<file path="config.mk">
export PLATFORM = sky130hd
export DESIGN_NAME = memtest_lane_cmp
export DESIGN_NICKNAME = d
export VERILOG_FILES = /design/src/rtl/memtest_err_pkg.sv /design/src/rtl/memtest_lane_cmp.sv
export SDC_FILE = /design/constraint.sdc
export NUM_CORES = 1
export LEC_CHECK = 0
export BUFFER_PORTS_ARGS = -buffer_cell sky130_fd_sc_hd__buf_2
export CORE_AREA = 5 5 128 130
export DETAILED_ROUTE_END_ITERATION = 7
export DIE_AREA = 0 0 133 135
export PLACE_DENSITY_LB_ADDON = 0.25
export SYNTH_ARGS = -nofsm -noshare
export SYNTH_HDL_FRONTEND = slang
export SYNTH_SLANG_ARGS = --single-unit
</file>
<file path="constraint.sdc">
create_clock -name vclk -period 1.8
set_input_delay 0.18 -clock vclk [all_inputs]
set_output_delay 0.18 -clock vclk [all_outputs]
set_load 0.01 [all_outputs]
</file>
<file path="src/rtl/memtest_err_pkg.sv">
package memtest_err_pkg;
  localparam int BYTE_W = 8;

  typedef enum logic [1:0] {
    STOP_NEVER    = 2'd0,
    STOP_NTH      = 2'd1,
    STOP_ALL_GRP  = 2'd2,
    STOP_ALL_LANE = 2'd3
  } stop_mode_e;

  typedef enum logic [1:0] {
    CNT_CHAN  = 2'd0,
    CNT_LANE  = 2'd1,
    CNT_GRP   = 2'd2,
    CNT_CHUNK = 2'd3
  } cnt_mode_e;
endpackage

</file>
<file path="src/rtl/memtest_lane_cmp.sv">
module memtest_lane_cmp
  import memtest_err_pkg::*;
#(
  parameter int DATA_W   = 64,
  parameter int ECC_W    = 8,
  parameter int CHUNKS   = 8,
  parameter int CL_EN_W  = 8,
  parameter int CL_IDX_W = 8,
  localparam int LANES   = DATA_W + ECC_W,
  localparam int GROUPS  = LANES / BYTE_W,
  localparam int CHK_W   = $clog2(CHUNKS)
) (
  input  logic                vld,
  input  logic [DATA_W-1:0]   act_data,
  input  logic [DATA_W-1:0]   exp_data,
  input  logic [ECC_W-1:0]    act_ecc,
  input  logic [ECC_W-1:0]    exp_ecc,
  input  logic [LANES-1:0]    lane_mask,
  input  logic [CHUNKS-1:0]   chunk_en,
  input  logic [CL_EN_W-1:0]  cl_en,
  input  logic [CHK_W-1:0]    chunk_idx,
  input  logic [CL_IDX_W-1:0] cl_idx,
  output logic [LANES-1:0]    lane_mis,
  output logic [GROUPS-1:0]   grp_mis,
  output logic [GROUPS-1:0]   grp_masked,
  output logic                hit
);
  logic cl_ok;
  logic qual;

  always_comb begin
    cl_ok = 1'b0;
    for (int i = 0; i < CL_EN_W; i++)
      if (cl_idx % CL_IDX_W'(CL_EN_W) == CL_IDX_W'(i)) cl_ok = cl_en[i];
  end

  assign qual     = vld & chunk_en[chunk_idx] & cl_ok;
  assign lane_mis = qual ? (({act_ecc, act_data} ^ {exp_ecc, exp_data}) & ~lane_mask)
                         : '0;

  for (genvar g = 0; g < GROUPS; g++) begin : g_grp
    assign grp_mis[g]    = |lane_mis[g*BYTE_W +: BYTE_W];
    assign grp_masked[g] = &lane_mask[g*BYTE_W +: BYTE_W];
  end

  assign hit = |lane_mis;
endmodule

</file>
==> results.txt <==
Dividing the detail-routed wire length by the instance count gives 16.69 µm. Of the cells placed in the final design, the portion with a size suffix greater than 1 is 67.62%. The logs give 15 for the unique cell type count in the Yosys netlist and 10840 µm for the HPWL after detailed placement. The post-synth net total was 488; the arrival time of the worst setup path was 1710 ps.

The largest stage delay on the critical path was 470 ps. The tools report the number of global-route vias before repair as 3507. The run gives 73.15% as the relative slew slack. The path class of the tightest hold or removal check is input pin to primary output. Routability-driven placement finished with a final weighted congestion of 0.7893.

After synthesis, the mean cell area works out to 6.984 µm². Ranked by total cell area, the synthesized netlist is headed by xnor2_1, nor3_1, o22ai_1. In this run the core area contains 45 standard-cell rows. The count of endpoints failing hold in the final timing report was 0. The critical path goes through buf_8 > mux4_2 > mux2_4 > nand3_4 > buf_12 > buf_12 > buf_12 > nor3_1 > buf_2. The tools report the capturing instance or port of the critical path as lane_mis[5].

The worst-case IR drop observed on VDD is 0.0001001 V. The logs give 1620 ps for the critical path required time and 12.50% for the total routing usage reported by global routing. In this run the cell area measured after placement is 3654 µm².

Highest fanout seen on the critical path: 11. Clock buffers in the final layout number 0. For this run, the register share of the synthesized area comes to 0%. For this configuration, the core starts out at a cell density of 11.34%.

The cell repeated most along the worst path is buf_12. For this block, the routed nets add up to 13090 µm of wire. The final critical-path required period is 1887 ps, and the number of instances in the placed design is 771. The net count of the finished layout was 842.

Number of inserted diodes: 0. Per report_power, the clock group accounts for 0% of the total. Global routing finished with a remaining overflow of 0. STA classifies the critical path endpoint as a primary output.

The layout overhead on the synthesized area is 149.6%. The cell internal power dissipation came out at 0.6065 mW. The die span in x was 133 µm. Of the total power, the share spent switching nets is 47.39%.

In this run the power spent charging and discharging nets is 0.5464 mW. In the layout the commonest cells are buf_2, xnor2_1, nor3_1, o22ai_1, nor3_2. For the number of antenna violations at the first check in global routing, the log shows 0. Worst-path cell with the longest stage delay: mux4_2. The most common cell after layout, fill and taps aside is buf_2.

The checks that failed: setup timing. After synthesis the cells add up to 1704 µm². The run gives 70 as the number of setup violations in the final report. Summing over every cut layer, the via total after detailed routing is 3374. Port buffering added 330 buffers.

Combinational logic burns 100.0% of the power. The final worst slack was -87.09 ps; the area share of the largest cell type after synthesis was 37.00%. Initial DRC count: 80. For this run, design rule violations remaining after detail routing come to 0.

After layout, the design draws a total of 1.153 mW. The die covers 17960 µm². The average via count per standard cell came out at 4.304. The number of cells traversed by the worst hold path is 3.

For this design the ratio of total power to cell area is 271.0 nW/µm². The run gives 0 as the max-slew violation count. The tools report the count of yosys warnings during synthesis as 0. Registers take 0 µm².

Once layout is complete, the cells apart from fillers number 784. The worst hold path begins at lane_mask[32]. Sequential cells placed in the final layout were counted as 0.

The first global-routing pass estimated 18300 µm of wire. Cells fill 28.30% of the core in the end. For the pin with the worst max-slew slack, the measured transition is 399.1 ps. The finished cells cover 4254 µm².

The final critical path takes up 104.8% of the cycle. The total area inside the core boundary comes to 15030 µm². Summed over all instances, the cell type with the most area after synthesis is xnor2_1. Based on the critical path, the design can be clocked at up to 0.5299 GHz. The critical path is of the input pin to primary output type. The setup TNS came out at -4001 ps. Synthesis handed over a netlist of 244 instances. The tools report the kind of start point of the critical path as an input pin. Setup repair after global routing could not meet its margin everywhere. The tools report the beginning of the critical path as chunk_idx[0].

The pre-antenna-repair detailed-routing pass consisted of 4 iterations. The flow ran to the end, but the final reports show violations. Entering global routing, the biggest net connects 18 pins. The analysis attributes to cell leakage a power of 2.097 nW.

The power share of the sequential group came out at 0%. The post-route worst hold slack came out at 631.2 ps. In this run the vertical extent of the chip is 135 µm. The max capacitance violation total is 0, and the number of top-level pins is 335. Number of routed nets with antenna violations: 0.

Timing analysis after detailed placement gives a worst setup slack of -135.4 ps. Buffers inserted to repair hold after CTS numbered 0.
area by class of cell:
cell class | instances | area (µm²)
fillers | 1681 | 10780
multi-input cells | 236 | 1851
well taps | 188 | 235.2
repair buffers | 360 | 2168
kinds of logic after synthesis:
logic type | synth area share [%]
and+or+nand+nor | 37.30
buffers and inverters | 5.287
AOI/OAI and AO/OA | 13.58
muxes | 6.828
xor gates and xnor gates | 37.00
power groups by stage:
stage | Sequential (mW) | Combinational [mW] | Clock (mW)
after floorplan | 0 | 0.415 | 0
after global placement | 0 | 0.939 | 0
after detailed placement | 0 | 0.935 | 0
after CTS | 0 | 1.10 | 0
after global routing | 0 | 1.24 | 0
final | 0 | 1.15 | 0
worst max-delay path: cells and delay by family:
family                 cells  cell delay [ps]
AND/OR/NAND/NOR            2              160
buffers and inverters      5              590
multiplexers               2              760
worst min path at each step:
stage / endpoint / slack, ps
global route: lane_mis[59] / 650
finish: lane_mis[32] / 630
floorplan: lane_mis[0] / 410
global placement: lane_mis[32] / 630
CTS: lane_mis[32] / 630
detailed placement: lane_mis[32] / 630
repair_timing:
action	in CTS	in global routing
buffers inserted	6	0
endpoints found under the hold margin	0	0
endpoints found under the setup margin	81	82
pin swaps	19	8
gates resized for setup	45	26
gates cloned	6	2
cell usage after synthesis, drive strengths merged:
cell type,number
a31oi,1
and2,1
and3,1
and4,1
buf,8
mux2,2
mux4,4
nand3,1
nand4,18
nor2,18
nor3,72
nor4,9
o22ai,36
xnor2,72
per-layer routing:
layer,vias up,global-route usage (%),part of all wire (%)
met5,-,0,0
met4,0,1.848,1.5
met3,12,2.645,9.2
met2,218,23.90,50
met1,1479,14.50,39
li1,1665,-,-
(Power assumes the default switching activity.)
